## src/rtl/spi_xfer_pkg.sv

```systemverilog
package spi_xfer_pkg;

    typedef enum logic [1:0] {
        XS_IDLE = 2'd0,
        XS_RUN  = 2'd1,
        XS_TAIL = 2'd2
    } xfer_state_e;

    typedef struct packed {
        logic       cpol;
        logic       cpha;
        logic       late;
        logic [1:0] dcode;
    } frame_cfg_t;

    localparam int DLY_W = 3;

    // code c gives 2c+1 system clocks: 1, 3, 5, 7
    function automatic logic [DLY_W-1:0] post_delay_len(input logic [1:0] code);
        return {code, 1'b1};
    endfunction

endpackage

```

## src/rtl/spi_edge_gen.sv

```systemverilog
module spi_edge_gen #(
    parameter  int CLK_DIV  = 4,
    parameter  int MAX_BITS = 16,
    localparam int HALF     = CLK_DIV / 2,
    localparam int HC_W     = (HALF > 1) ? $clog2(HALF) : 1,
    localparam int LEN_W    = $clog2(MAX_BITS + 1),
    localparam int EI_W     = LEN_W + 1
) (
    input  logic             clk,
    input  logic             rst,
    input  logic             start,
    input  logic             run,
    input  logic             cpol,
    input  logic [LEN_W-1:0] nbits,
    output logic             sclk,
    output logic             edge_stb,
    output logic [EI_W-1:0]  edge_idx,
    output logic             last_edge
);

    logic [HC_W-1:0] hc;
    logic [EI_W-1:0] last_idx;

    assign edge_stb  = run && (hc == HC_W'(HALF - 1));
    assign last_idx  = {nbits, 1'b0} - EI_W'(1);
    assign last_edge = edge_stb && (edge_idx == last_idx);

    always_ff @(posedge clk) begin
        if (rst) begin
            hc       <= '0;
            edge_idx <= '0;
            sclk     <= 1'b0;
        end else if (start) begin
            hc       <= '0;
            edge_idx <= '0;
            sclk     <= cpol;
        end else if (run) begin
            if (edge_stb) begin
                hc       <= '0;
                edge_idx <= edge_idx + EI_W'(1);
                sclk     <= ~sclk;
            end else begin
                hc <= hc + HC_W'(1);
            end
        end else begin
            hc   <= '0;
            sclk <= cpol;
        end
    end

    // an edge is never produced past the 2N-th toggle
    p_edge_bound_r1: assert property (@(posedge clk) disable iff (rst)
        edge_stb |-> (edge_idx < {nbits, 1'b0}));

endmodule

```

## src/rtl/spi_rx_sampler.sv

```systemverilog
module spi_rx_sampler #(
    parameter  int MAX_BITS   = 16,
    parameter  int SAMPLE_LAG = 1,
    localparam int LC_W       = (SAMPLE_LAG > 1) ? $clog2(SAMPLE_LAG) : 1
) (
    input  logic                clk,
    input  logic                rst,
    input  logic                strobe,
    input  logic                last,
    input  logic                late,
    input  logic                miso,
    output logic                rx_valid,
    output logic [MAX_BITS-1:0] rx_data
);

    logic                pend;
    logic                pend_last;
    logic [LC_W-1:0]     lcnt;
    logic [MAX_BITS-1:0] sh;
    logic                cap;
    logic                cap_last;

    always_comb begin
        if (late) begin
            cap      = pend && (lcnt == '0);
            cap_last = pend_last;
        end else begin
            cap      = strobe;
            cap_last = last;
        end
    end

    always_ff @(posedge clk) begin
        if (rst) begin
            pend      <= 1'b0;
            pend_last <= 1'b0;
            lcnt      <= '0;
            sh        <= '0;
            rx_valid  <= 1'b0;
            rx_data   <= '0;
        end else begin
            rx_valid <= 1'b0;
            if (cap) begin
                if (cap_last) begin
                    rx_data  <= {sh[MAX_BITS-2:0], miso};
                    sh       <= '0;
                    rx_valid <= 1'b1;
                end else begin
                    sh <= {sh[MAX_BITS-2:0], miso};
                end
            end
            if (strobe && late) begin
                pend      <= 1'b1;
                pend_last <= last;
                lcnt      <= LC_W'(SAMPLE_LAG - 1);
            end else if (pend) begin
                if (lcnt == '0) pend <= 1'b0;
                else            lcnt <= lcnt - LC_W'(1);
            end
        end
    end

    // a late sample always completes before the next capture edge arrives
    p_no_overlap_r5: assert property (@(posedge clk) disable iff (rst)
        (strobe && late) |-> !pend);

endmodule

```

## src/rtl/spi_post_delay.sv

```systemverilog
module spi_post_delay
    import spi_xfer_pkg::*;
(
    input  logic       clk,
    input  logic       rst,
    input  logic       load,
    input  logic       run,
    input  logic [1:0] code,
    output logic       done
);

    logic [DLY_W-1:0] cnt;

    assign done = run && (cnt == DLY_W'(1));

    always_ff @(posedge clk) begin
        if (rst)                      cnt <= '0;
        else if (load)                cnt <= post_delay_len(code);
        else if (run && cnt != '0)    cnt <= cnt - DLY_W'(1);
    end

    // the trailing window is always loaded before it is counted down
    p_delay_live_r8: assert property (@(posedge clk) disable iff (rst)
        run |-> (cnt != '0));

endmodule

```

## src/rtl/spi_shift_master.sv

```systemverilog
module spi_shift_master
    import spi_xfer_pkg::*;
#(
    parameter  int CLK_DIV    = 4,
    parameter  int MAX_BITS   = 16,
    parameter  int SAMPLE_LAG = 1,
    localparam int LEN_W      = $clog2(MAX_BITS + 1),
    localparam int EI_W       = LEN_W + 1
) (
    input  logic                clk,
    input  logic                rst,
    input  logic                cfg_cpol,
    input  logic                cfg_cpha,
    input  logic                cfg_late_sample,
    input  logic                cfg_hold_cs,
    input  logic [1:0]          cfg_delay_code,
    input  logic [LEN_W-1:0]    frame_len,
    input  logic                tx_valid,
    output logic                tx_ready,
    input  logic [MAX_BITS-1:0] tx_data,
    output logic                rx_valid,
    output logic [MAX_BITS-1:0] rx_data,
    output logic                busy,
    output logic                sclk,
    output logic                mosi,
    input  logic                miso,
    output logic                cs_n
);

    xfer_state_e         state;
    frame_cfg_t          cfg_q;
    logic [LEN_W-1:0]    nbits_q;
    logic [MAX_BITS-1:0] tx_sh;
    logic                accept;
    logic                run;
    logic                cpol_sel;
    logic                edge_stb;
    logic                last_edge;
    logic [EI_W-1:0]     edge_idx;
    logic                shift_en;
    logic                samp_stb;
    logic                samp_last;
    logic                dly_done;
    logic [LEN_W-1:0]    shamt;

    assign accept    = (state == XS_IDLE) && tx_valid;
    assign run       = (state == XS_RUN);
    assign cpol_sel  = (state == XS_IDLE) ? cfg_cpol : cfg_q.cpol;
    assign shamt     = LEN_W'(MAX_BITS) - frame_len;
    assign tx_ready  = (state == XS_IDLE);
    assign busy      = (state != XS_IDLE);
    assign mosi      = tx_sh[MAX_BITS-1];

    // launch edges: trailing for phase 0, leading (except the first) for phase 1
    assign shift_en  = edge_stb && !last_edge && (edge_idx != '0) &&
                       (edge_idx[0] != cfg_q.cpha);
    // capture edges: leading for phase 0, trailing for phase 1
    assign samp_stb  = edge_stb && (edge_idx[0] == cfg_q.cpha);
    assign samp_last = (edge_idx[EI_W-1:1] == (nbits_q - LEN_W'(1)));

    spi_edge_gen #(
        .CLK_DIV  (CLK_DIV),
        .MAX_BITS (MAX_BITS)
    ) edge_i (
        .clk       (clk),
        .rst       (rst),
        .start     (accept),
        .run       (run),
        .cpol      (cpol_sel),
        .nbits     (nbits_q),
        .sclk      (sclk),
        .edge_stb  (edge_stb),
        .edge_idx  (edge_idx),
        .last_edge (last_edge)
    );

    spi_rx_sampler #(
        .MAX_BITS   (MAX_BITS),
        .SAMPLE_LAG (SAMPLE_LAG)
    ) samp_i (
        .clk      (clk),
        .rst      (rst),
        .strobe   (samp_stb),
        .last     (samp_last),
        .late     (cfg_q.late),
        .miso     (miso),
        .rx_valid (rx_valid),
        .rx_data  (rx_data)
    );

    spi_post_delay dly_i (
        .clk  (clk),
        .rst  (rst),
        .load (last_edge),
        .run  (state == XS_TAIL),
        .code (cfg_q.dcode),
        .done (dly_done)
    );

    always_ff @(posedge clk) begin
        if (rst) begin
            state   <= XS_IDLE;
            cs_n    <= 1'b1;
            cfg_q   <= '0;
            nbits_q <= LEN_W'(MAX_BITS);
            tx_sh   <= '0;
        end else begin
            unique case (state)
                XS_IDLE: begin
                    if (tx_valid) begin
                        state   <= XS_RUN;
                        cs_n    <= 1'b0;
                        cfg_q   <= '{cpol: cfg_cpol, cpha: cfg_cpha,
                                     late: cfg_late_sample, dcode: cfg_delay_code};
                        nbits_q <= frame_len;
                        tx_sh   <= tx_data << shamt;
                    end else if (!cfg_hold_cs) begin
                        cs_n <= 1'b1;
                    end
                end
                XS_RUN: begin
                    if (shift_en)  tx_sh <= {tx_sh[MAX_BITS-2:0], 1'b0};
                    if (last_edge) state <= XS_TAIL;
                end
                XS_TAIL: begin
                    if (dly_done) begin
                        state <= XS_IDLE;
                        cs_n  <= !cfg_hold_cs;
                    end
                end
                default: state <= XS_IDLE;
            endcase
        end
    end

    p_accept_r9: assert property (@(posedge clk) disable iff (rst)
        (tx_valid && tx_ready) |=> (busy && !cs_n && !tx_ready));

    p_cs_busy_r8: assert property (@(posedge clk) disable iff (rst)
        busy |-> !cs_n);

    p_rx_pulse_r7: assert property (@(posedge clk) disable iff (rst)
        rx_valid |=> !rx_valid);

    p_idle_sclk_r1: assert property (@(posedge clk) disable iff (rst)
        (!busy && !$past(busy) && !$past(rst)) |-> (sclk == $past(cfg_cpol)));

    p_release_r10: assert property (@(posedge clk) disable iff (rst)
        (!busy && !$past(cfg_hold_cs) && !$past(rst)) |-> cs_n);

endmodule

```

## config.mk

```make
export PLATFORM = sky130hd
export DESIGN_NAME = spi_shift_master
export DESIGN_NICKNAME = d
export VERILOG_FILES = /design/src/rtl/spi_xfer_pkg.sv /design/src/rtl/spi_edge_gen.sv /design/src/rtl/spi_rx_sampler.sv /design/src/rtl/spi_post_delay.sv /design/src/rtl/spi_shift_master.sv
export SDC_FILE = /design/constraint.sdc
export NUM_CORES = 1
export LEC_CHECK = 0
export BUFFER_PORTS_ARGS = -buffer_cell sky130_fd_sc_hd__buf_2
export CORE_MARGIN = 3
export CORE_UTILIZATION = 58
export DETAILED_ROUTE_END_ITERATION = 7
export GPL_ROUTABILITY_DRIVEN = 0
export MAX_ROUTING_LAYER = met4
export PLACE_DENSITY = 0.79
export SETUP_SLACK_MARGIN = 0.4
export SYNTH_ARGS = -nofsm -noshare
export SYNTH_HDL_FRONTEND = slang
export SYNTH_SLANG_ARGS = --single-unit
```

## constraint.sdc

```tcl
create_clock -name clk -period 3.5 [get_ports clk]
set_clock_uncertainty 0.05 [all_clocks]
set_input_delay 0.175 -clock clk [delete_from_list [all_inputs] [get_ports clk]]
set_output_delay 0.175 -clock clk [all_outputs]
set_load 0.03 [all_outputs]
```

==> summary by stage, run 1 <==
Global route
Global routing used 4.68% of the available met3 tracks. The first global-routing pass estimated 16.4 mm of wire. met2 is the most crowded layer. For this run, global-route usage on met1 was measured as 32.2%.

The number of global-route vias before repair is 3491. Global routing consumed, over all layers together, 24.1% of the routing resources. The number of antenna violations at the first check in global routing is 0.

The total congestion overflow is 0. Entering global routing, the biggest net connects 42 pins. For this run, global-route usage on met2 was measured as 38.0%.

Setup path
In this run the worst path has a maximum fanout of 17. The critical path goes through inv_1, ha_1, xnor2_1, a211oi_4, a21oi_2, nor3_4, mux2i_1. The startpoint type of the worst setup path is a flip-flop. The largest individual stage delay along the critical path comes from the cell nor3_4. At the worst endpoint, the required time is 3.72 ns. On the worst path, the slowest cell contributes a delay of 0.84 ns. STA puts the critical path data arrival time at 2.93 ns.

The critical path capture point type is a flip-flop. The critical path is of the reg2reg type.

Run
The max-capacitance violation count is 0.

CTS
The H-tree depth is 3. The CTS tree is done. The number of clock buffers added by TritonCTS is 9. The clock reaches the later pin of the worst-skew pair after 0.34 ns.

Once the clock tree was built, the resizer swapped 0 gates to a different size. The tree is rooted in a clkbuf_8. The post-CTS setup-driven buffer insertion count is 0.

Clock-pin slew was measured on the worst setup and hold paths at 0.08 ns. CTS saw 74 sinks. Counting along the longest clock path gives a buffer depth of 2.

The cts-stage hold buffer count is 0.

Timing
The remaining max-slew budget at the tightest pin is 21.4%. Setup repair after global routing left no endpoint under its margin. The final max-slew violation count is 0. The number of hold-slack violations in the final timing report is 0. The transition at the pin with the smallest max-transition slack is 1.17 ns. Final hold analysis gives a worst-case slack of 0.0191 ns.

Adding up every negative setup slack in the final design gives 0 ns. The fmax is 368 MHz. The final-report setup violation count is 0. The final critical delay including setup and external delays is 2.71 ns. After layout, the worst path uses 77.6% of the clock period.

Synthesis
The synthesized area per cell is 8.72 µm². The synthesized instance count is 489. Yosys mapped a number of flops with a built-in enable equal to 0. The distinct cell type count after synthesis is 55.

The sequential element share of the synthesized area is 34.8%. In the synthesized netlist the async set-or-reset flop fraction comes to 0%. In the post-synthesis netlist, the biggest area contributors are dfxtp_1 (35%), nand2_1 (9.4%), mux4_2 (6.9%), mux2i_1 (6.1%), a21oi_1 (4.3%). The share of the synthesized area in the top cell type is 34.8%. Synthesis produced a netlist with a net count of 527. The top cell type by total area after synthesis is dfxtp_1. The number of warning messages in the yosys log is 0.

The synthesized design contains 74 register bits. The netlist area before placement is 4260 µm². Among all flip-flop cells after synthesis, the most frequent one is dfxtp_1.

Placed design
The cell area after placement is 4510 µm². The HPWL reported at the end of detailed placement is 6.75 mm. The number of placed instances with taps included is 605. The port buffer count is 52.

Drt
Dividing the detail-routed via count by the number of cells gives 6.05. The remaining antenna violation count is 0. The number of DRC violations after detailed routing is 0. The routed design has 9.60 mm of wire. In the final routed layout, each cell accounts on average for 15.5 µm. The final route contains 3748 vias.

After the first detailed-routing iteration, the DRC count stood at 265. The first TritonRoute pass finished after 5 iterations.

Die
The die covers 8410 µm². After floorplanning, the core was divided into 30 placement rows. The starting utilization of the core area is 61.4%. The x dimension of the die is 91.7 µm. 53 I/O pins were placed. The core region is 6940 µm². Measured along the y axis, the die boundary spans 91.7 µm.

Layout
The library cell used most frequently in the layout, excluding fill and tap cells, is nand2_1. The net total in the final layout is 558. In the layout the commonest cells are nand2_1 (107), dfxtp_1 (74), buf_2 (52), a21oi_1 (37), mux2i_1 (26).

The number of antenna diodes in the final layout is 0. The post-layout utilization of the core is 68.0%. The finished layout holds 620 standard cells, fillers aside.

From synthesis to final layout, the design area changed by 10.7%. The fraction of layout cells with a size suffix above 1 is 19.8%. The final instance area is 4720 µm².

Fill cells in the final layout number 581.

Run status
The flow ran to the end, and the final reports show no timing, DRC or antenna violations.

Hold path
The min-delay analysis places its worst path in the category in2reg.

Power
The cell leakage power is 0.00174 µW. The worst-case vdd ir drop is 0.285 mV. Dividing total power by cell area gives a power density of 405 nW/µm².
synthesized netlist by cell type (all sizes together) (2+ instances only):
cell     count
o221ai       5
nor2b        2
or3          6
clkbuf      18
o211ai      19
o21ai        4
ha           7
nor3b        5
dfxtp       74
a21oi       40
nand2b       4
and2         4
inv         18
nor2        19
nand2      107
a21o         2
xor2        12
a221oi       6
nor3         9
nand3        4
mux2         2
o41ai        6
a211oi      12
nand3b       3
nor4         6
mux2i       26
mux4        13
a2111oi     13
xnor2        8
buf         22
path summary, 6_finish.rpt:
check                           cells past startpoint  slack (ns)           endpoint         startpoint
worst min-delay path                                3        0.02           cfg_q[3]           cfg_cpha
worst max-delay path                                7        0.79  samp_i.rx_data[5]         nbits_q[0]
worst max register to register                      7        0.79  samp_i.rx_data[5]         nbits_q[0]
worst min register to register                      2        0.41  samp_i.rx_data[2]  samp_i.rx_data[2]
power breakdown:
group,switching [µW],internal (µW),total (µW)
Sequential,20.3,864,884
Combinational,187,121,308
Clock,318,401,719
area by class of cell:
type / instances / area [µm²] / share of cell area (%)
Multi-Input combinational cell: 357 / 2520 / 53.3
Tap cell: 96 / 120 / 2.55
Timing Repair Buffer: 60 / 320 / 6.79
Inverter: 18 / 67.6 / 1.43
Clock inverter: 6 / 90.1 / 1.91
Sequential cell: 74 / 1480 / 31.4
Clock buffer: 9 / 124 / 2.62
per-layer routing:
metal  wire (µm)  vias up
met1        4230     1763
met2        4600      147
met3         660       12
li1            -     1826
met4         108        0
met5           0        -
flip-flops by register name (all words and copies together) (netlist names):
| signal | count |
|---|---|
| cfg_q | 5 |
| cs_n | 1 |
| dly_i.cnt | 3 |
| edge_i.edge_idx | 6 |
| edge_i.hc | 1 |
| edge_i.sclk | 1 |
| nbits_q | 5 |
| samp_i.pend | 1 |
| samp_i.pend_last | 1 |
| samp_i.rx_data | 16 |
| samp_i.rx_valid | 1 |
| samp_i.sh | 15 |
| state | 2 |
| tx_sh | 16 |
worst max-delay path, delay by kind of cell, from the launching register on:
kind	cells	cell delay, ns
AO/OA/AOI/OAI	2	0.56
AND/OR/NAND/NOR	1	0.84
adder cells (fa/ha/maj)	1	0.30
XOR/XNOR	1	0.16
multiplexers	1	0.29
buffers and inverters	1	0.06
flip-flops	1	0.39
stage by stage:
stage | power, µW | setup slack (ns)
2_1_floorplan | 1130 | 0.946
3_3_place_gp | 1200 | 0.866
3_5_place_dp | 1210 | 0.734
4_1_cts | 1920 | 0.793
5_1_grt | 1990 | 0.608
6_report | 1910 | 0.785
cells by family (layout without fill, tap and decap cells):
family                   count (synthesis)  count (layout)  synth area share (%)
flip-flops                              74              74                  34.8
AND/OR/NAND/NOR                        175             175                  19.3
XOR/XNOR                                20              20                  4.46
AO/OA/AOI/OAI                          114             114                  19.6
adder cells (fa/ha/maj)                  7               7                  2.05
multiplexers                            41              41                  13.5
buffers and inverters                   58              93                  6.28
No activity file was read; power rests on OpenSTA's default activity.
==> inputs of run 2 (changes only) <==
--- a/config.mk
+++ b/config.mk
@@ -7,11 +7,11 @@
 export LEC_CHECK = 0
 export BUFFER_PORTS_ARGS = -buffer_cell sky130_fd_sc_hd__buf_2
 export CORE_MARGIN = 3
-export CORE_UTILIZATION = 58
+export CORE_UTILIZATION = 53
 export DETAILED_ROUTE_END_ITERATION = 7
 export GPL_ROUTABILITY_DRIVEN = 0
 export MAX_ROUTING_LAYER = met4
-export PLACE_DENSITY = 0.79
+export PLACE_DENSITY = 0.76
 export SETUP_SLACK_MARGIN = 0.4
 export SYNTH_ARGS = -nofsm -noshare
 export SYNTH_HDL_FRONTEND = slang
==> constraint.sdc (replaced) <==
create_clock -name clk -period 2.4 [get_ports clk]
set_clock_uncertainty 0.05 [all_clocks]
set_input_delay 0.12 -clock clk [delete_from_list [all_inputs] [get_ports clk]]
set_output_delay 0.12 -clock clk [all_outputs]
set_load 0.03 [all_outputs]
==> summary by stage, run 2 (same netlist as run 1, synthesis figures left out) <==
Setup path
The setup slack of the worst register-to-register path came to 0.35 ns (-0.44 ns). The critical path's largest stage delay is 0.52 ns (-0.32 ns). The family with the most delay on the worst path is compound AO/OA/AOI/OAI gates.

The critical path in this run is classified as reg2reg. The data required time at the worst endpoint is 2.65 ns (-1.07 ns). The critical path goes through inv_2, ha_4, xor2_2, nor2_2, o41ai_4, buf_2, o211ai_1, a21oi_1. The end point of the critical path is samp_i.sh[13]. The instance count on the critical path is 8 (+1). The slowest cell on the critical path is o41ai_4. The buffers plus inverters on the worst setup path was 2 (+1). The terminus of the critical flop-to-flop path is samp_i.sh[13]. The worst setup path is launched from a flip-flop. The largest driver fanout on the critical path is 8 (-9). The startpoint of the worst-slack reg-to-reg timing path is nbits_q[1]. The data arrival time of the worst path is 2.30 ns (-0.63 ns). The critical path capture point type is a flip-flop. In this run the worst setup path begins at nbits_q[1].

The number of cells on the worst reg-to-reg path came to 8 (+1).

Drt
The average wire per standard cell was 17.0 µm (+9.8%). The ratio of routed vias to standard cells is 6.05 (+0.13%). The overall routed net length came to 11.2 mm (+17%). The number of detailed-routing iterations run before antenna repair was 5 (unchanged). The vias after detailed routing is 4001 (+6.8%). The iteration-0 DRC count of the detailed router came to 329 (+24%). The number of DRC violations after detailed routing is 0 (unchanged). The remaining antenna violation count came to 0 (unchanged).

Layout
The layout-stage area growth over the synthesis result is 26.1%. The top cell types in the final layout, fill and taps aside, are nand2_1 (106), dfxtp_1 (68), buf_2 (53), a21oi_1 (32), mux2i_1 (25). The post-layout utilization of the core is 69.2% (+1.3 points).

The fraction of layout cells with a size suffix above 1 is 32.6% (+13 points). The number of antenna repair diodes is 0 (unchanged). The final-layout fill cell count is 587 (+1.0%).

Leaving out fill and tap cells, the most frequent cell in the layout is nand2_1. The net total in the final layout came to 592 (+6.1%). The final instance area is 5380 µm² (+14%).

The largest registers in the layout are samp_i.rx_data x16, tx_sh x16, samp_i.sh x15.

Timing
Setup repair after global routing could not meet its margin everywhere. The final max-slew violation count came to 0 (unchanged). The remaining max-slew budget at the tightest pin came to 55.9% (+35 points).

The final critical delay including setup and external delays is 2.05 ns (-0.665 ns). The period utilization is 85.4% (+7.9 points). The fmax came to 488 MHz (+32%). The transition at the pin with the smallest max-transition slack is 0.644 ns (-0.527 ns). The final-report setup violation count is 0 (unchanged).

The number of hold-slack violations in the final timing report was 0 (unchanged). The worst-case setup margin in the final layout is 0.350 ns (-0.435 ns).

Die
The die area is 9160 µm² (+8.8%). The y dimension of the die is 95.7 µm (+4.3%). The x dimension of the die is 95.7 µm (+4.3%). The boundary pin count came to 53 (unchanged). The area of the core is 7770 µm² (+12%). The site row count is 32 (+6.7%). The starting utilization of the core area is 54.9% (-6.5 points).

CTS
The clock-pin transition on the worst setup and hold timing paths is 0.09 ns (about the same). The CTS tree is done. The CTS buffer count is 9 (unchanged). The cell chosen for the clock root is clkbuf_8. The number of sinks on the clock net is 74 (unchanged).

The largest buffer count on any clock path is 2 (unchanged). The clock network latency to the later pin of the worst-skew pair is 0.36 ns (+0.02 ns). The H-tree depth is 3 (unchanged).

Placed design
The cell area after placement is 4690 µm² (+4.1%). The port buffer count was 52 (unchanged). The worst slack at placement is -0.0106 ns (-0.744 ns). The HPWL reported at the end of detailed placement is 7.06 mm (+4.6%).

Power
The power consumption was 2800 µW (+46%). The power density normalized to cell area is 521 nW/µm² (+29%). The worst-case vdd ir drop is 0.308 mV (+7.8%). The cell leakage power is 0.00195 µW (+12%).

Global route
The pin count of the biggest net entering global routing is 44 (+4.8%). The total global routing track utilization is 24.6% (+0.47 points). The number of global-route vias before repair is 3548 (+1.6%).

The first-pass GRT wire length came to 17.2 mm (+4.9%). The total congestion overflow is 0 (unchanged). The number of antenna violations at the first check in global routing is 0 (unchanged).

Hold path
In this run the worst hold path is classified as in2reg. The number of cells on the worst hold path is 3 (unchanged).

Run status
The flow ran to the end, and the final reports show no timing, DRC or antenna violations.

Run
The max-capacitance violation count was 0 (unchanged).
## run 2: how the worst min path moves through the flow
stage / start / to / slack, ns
after floorplan: frame_len[4] / nbits_q[4] / 0.19
after CTS: frame_len[1] / nbits_q[1] / 0.006
after global placement: cfg_cpha / cfg_q[3] / 0.31
after global routing: frame_len[1] / nbits_q[1] / 0.02
after detailed placement: cfg_cpha / cfg_q[3] / 0.33
final: frame_len[1] / nbits_q[1] / 0.01
## run 2: timing repair
action	CTS	global route
cloned	1	1
hold endpoints to repair	8	0
hold buffers	7	0
pin swaps	8	25
setup endpoints to repair	33	39
setup buffers	13	2
gates resized for setup	26	39
## run 2: routing by layer
| metal | wire length (µm) | global-route usage [%] | up-vias |
|---|---|---|---|
| met5 | 0 | - | - |
| met4 | 191 | 6.75 | 0 |
| met3 | 692 | 6.08 | 24 |
| met2 | 5640 | 38.5 | 146 |
| met1 | 4720 | 31.8 | 1929 |
| li1 | - | - | 1902 |
## run 2: area by class of cell
class	count	area, µm²	area share, %
clock inverters	7	61.3	1.14
flip-flops and latches	74	1490	27.8
repair buffers	94	658	12.2
well taps	102	128	2.37
inverters	18	75.1	1.40
clock buffers	9	124	2.30
multi-input cells	357	2840	52.8
## run 2: worst reg2reg max path, delay by kind of cell (launching register included)
family,cells,cell delay (ns)
adders and majority gates,1,0.17
xor gates and xnor gates,1,0.21
DFF,1,0.34
and+or+nand+nor,1,0.09
AOI/OAI and AO/OA,3,0.78
buffers and inverters,2,0.35
## run 2: power by group
group          total, µW  leakage [µW]  switching, µW  internal [µW]
Clock                921     0.0000884            528            392
Combinational        584       0.00126            330            253
Sequential          1290      0.000604           36.2           1260
Total               2800       0.00195            895           1900
## run 2: per-stage QoR
| stage | cells | TNS [ns] | hold WS [ns] |
|---|---|---|---|
| after floorplan | 489 | 0 | 0.194 |
| after global placement | 621 | 0 | 0.311 |
| after detailed placement | 621 | -0.0164 | 0.326 |
| after CTS | 658 | 0 | 0.00649 |
| after global routing | 661 | 0 | 0.0218 |
| final | 661 | 0 | 0.0125 |
==> inputs of run 3 (changes only) <==
--- a/config.mk
+++ b/config.mk
@@ -11,7 +11,7 @@
 export DETAILED_ROUTE_END_ITERATION = 7
 export GPL_ROUTABILITY_DRIVEN = 0
 export MAX_ROUTING_LAYER = met4
-export PLACE_DENSITY = 0.76
+export PLACE_DENSITY = 0.77
 export SETUP_SLACK_MARGIN = 0.4
 export SYNTH_ARGS = -nofsm -noshare
 export SYNTH_HDL_FRONTEND = slang
==> summary by stage, run 3 (same netlist as run 1, synthesis figures left out) <==
Run status
The flow ran to the end, and the final reports show no timing, DRC or antenna violations.

Die
The boundary pin count is 53 (unchanged). The x dimension of the die is 95.7 µm (unchanged). The area of the core came to 7770 µm² (unchanged). The die area is 9160 µm² (unchanged).

The starting utilization of the core area is 54.9% (unchanged). The site row count is 32 (unchanged). The y dimension of the die is 95.7 µm (unchanged).

Layout
The post-layout utilization of the core is 68.5% (-0.69 points). Leaving out fill and tap cells, the most frequent cell in the layout is nand2_1. The library cells used most frequently in the layout, excluding fill and tap cells, are nand2_1 (106), dfxtp_1 (70), buf_2 (52), a21oi_1 (37), buf_4 (32). The fraction of layout cells with a size suffix above 1 is 30.2% (-2.3 points).

The number of antenna repair diodes is 0 (unchanged). The net total in the final layout is 595 (+0.51%). The layout-stage area growth over the synthesis result is 24.9%. The number of standard cells in the final layout excluding fillers is 664 (+0.45%). In the final layout, the registers with the most flip-flops are samp_i.rx_data x16, tx_sh x16, samp_i.sh x15.

Global route
The number of global-route vias before repair is 3675 (+3.6%). The total global routing track utilization is 25.0% (+0.37 points). The total congestion overflow was 0 (unchanged). The number of antenna violations at the first check in global routing came to 0 (unchanged). The pin count of the biggest net entering global routing is 42 (-4.5%). The first-pass GRT wire length is 17.5 mm (+1.6%).

Timing
The period utilization came to 88.2% (+2.8 points). The final critical delay including setup and external delays is 2.12 ns (+0.0674 ns). The transition at the pin with the smallest max-transition slack is 0.744 ns (+0.0994 ns). The final-report setup violation count was 0 (unchanged). The remaining max-slew budget at the tightest pin was 49.1% (-6.8 points). Setup repair after global routing could not meet its margin everywhere. The total negative slack is 0 ns (unchanged). The final max-slew violation count came to 0 (unchanged).

The fmax is 472 MHz (-3.2%). The number of hold-slack violations in the final timing report is 0 (unchanged).

Drt
The iteration-0 DRC count of the detailed router is 408 (+24%). The vias after detailed routing is 4011 (+0.25%). The number of DRC violations after detailed routing was 0 (unchanged). The average wire per standard cell is 17.2 µm (+1.1%).

The ratio of routed vias to standard cells is 6.04 (-0.20%). The remaining antenna violation count was 0 (unchanged). The overall routed net length came to 11.4 mm (+1.6%). The number of detailed-routing iterations run before antenna repair is 5 (unchanged).

Placed design
The number of placed instances with taps included is 627 (+0.97%). The port buffer count is 52 (unchanged). The HPWL reported at the end of detailed placement is 7.35 mm (+4.1%).

Setup path
The data arrival time of the worst path is 2.34 ns (+0.04 ns). The startpoint type of the worst setup path is a flip-flop. The data required time at the worst endpoint came to 2.62 ns (-0.03 ns). The critical path capture point type is a flip-flop. The largest driver fanout on the critical path was 6 (-2). The critical path class is reg2reg.

Power
The worst-case vdd ir drop is 0.417 mV (+36%). The power density normalized to cell area is 541 nW/µm² (+4.0%). The cell leakage power is 0.00196 µW (+0.74%).

CTS
The clock-pin transition on the worst setup and hold timing paths is 0.08 ns (about the same). The clock network latency to the later pin of the worst-skew pair is 0.36 ns (about the same). The number of sinks on the clock net is 74 (unchanged). The H-tree depth is 3 (unchanged). The CTS buffer count came to 9 (unchanged). In this run the clock root is driven by a clkbuf_8. The largest buffer count on any clock path is 2 (unchanged). The CTS tree is done.

Hold path
The min-delay analysis places its worst path in the category in2reg.

Run
The max-capacitance violation count came to 0 (unchanged).
==> run 3: changes by cell type in the layout (fill, tap and decap cells not counted), moves of 3 or more <==
| cell | delta |
|---|---|
| a21oi_1 | +5 |
| a21oi_2 | -5 |
| buf_4 | +9 |
| buf_6 | -3 |
| o221ai_1 | +3 |
| o221ai_2 | -3 |
==> run 3: power breakdown <==
group          internal (µW)  switching, µW
Sequential              1260           28.2
Clock                    500            520
Combinational            244            332
Total                   2000            881
==> run 3: area by class of cell <==
cell class                 instances  area, µm²
clock inverter                     7       83.8
clock buffer                       9        124
fill                             590       2440
inverter                          18       80.1
multi-input combinational        357       2760
timing repair buffer              97        652
sequential                        74       1490
tap                              102        128
==> run 3: metrics by stage <==
step | hold slack (ns) | cell area (µm²) | setup WS, ns | power, µW
floorplan | 0.194 | 4390 | 0.280 | 1680
detailed placement | 0.320 | 4710 | 0.101 | 1810
global placement | 0.311 | 4710 | 0.219 | 1790
finish | 0.0249 | 5320 | 0.282 | 2880
CTS | 0.0144 | 5120 | 0.400 | 2850
global route | 0.0174 | 5320 | 0.209 | 3010
==> run 3: repair_timing <==
action | in CTS | in global routing
pin swaps | 10 | 42
hold endpoints to repair | 7 | 0
resized for setup | 24 | 26
endpoints found under the setup margin | 38 | 45
setup buffers | 7 | 8
hold buffers | 6 | 0
==> run 3: path summary, 6_finish.rpt <==
path                       from            endpoint  slack, ns  cells past startpoint
max reg2reg  edge_i.edge_idx[0]           tx_sh[13]       0.28                      8
max          edge_i.edge_idx[0]           tx_sh[13]       0.28                      8
min                frame_len[4]          nbits_q[4]       0.02                      3
min reg2reg  samp_i.rx_data[12]  samp_i.rx_data[12]       0.41                      2
==> run 3: worst max-delay path, stage by stage, from the launching register on <==
cell and delay, ns:
dfxtp_4 0.38, clkinv_4 0.06, ha_4 0.12, or4b_1 0.45, o211ai_1 0.26, and2_4 0.24
buf_8 0.15, a2111oi_4 0.06, a221oi_2 0.27
==> run 3: layer usage <==
layer  vias up  global-route usage [%]  share of wire, %
li1       1901                       -                 -
met1      1894                    32.7                41
met2       185                    38.4                49
met3        31                    6.24               7.7
met4         0                    7.35               2.0
met5         -                       -                 0
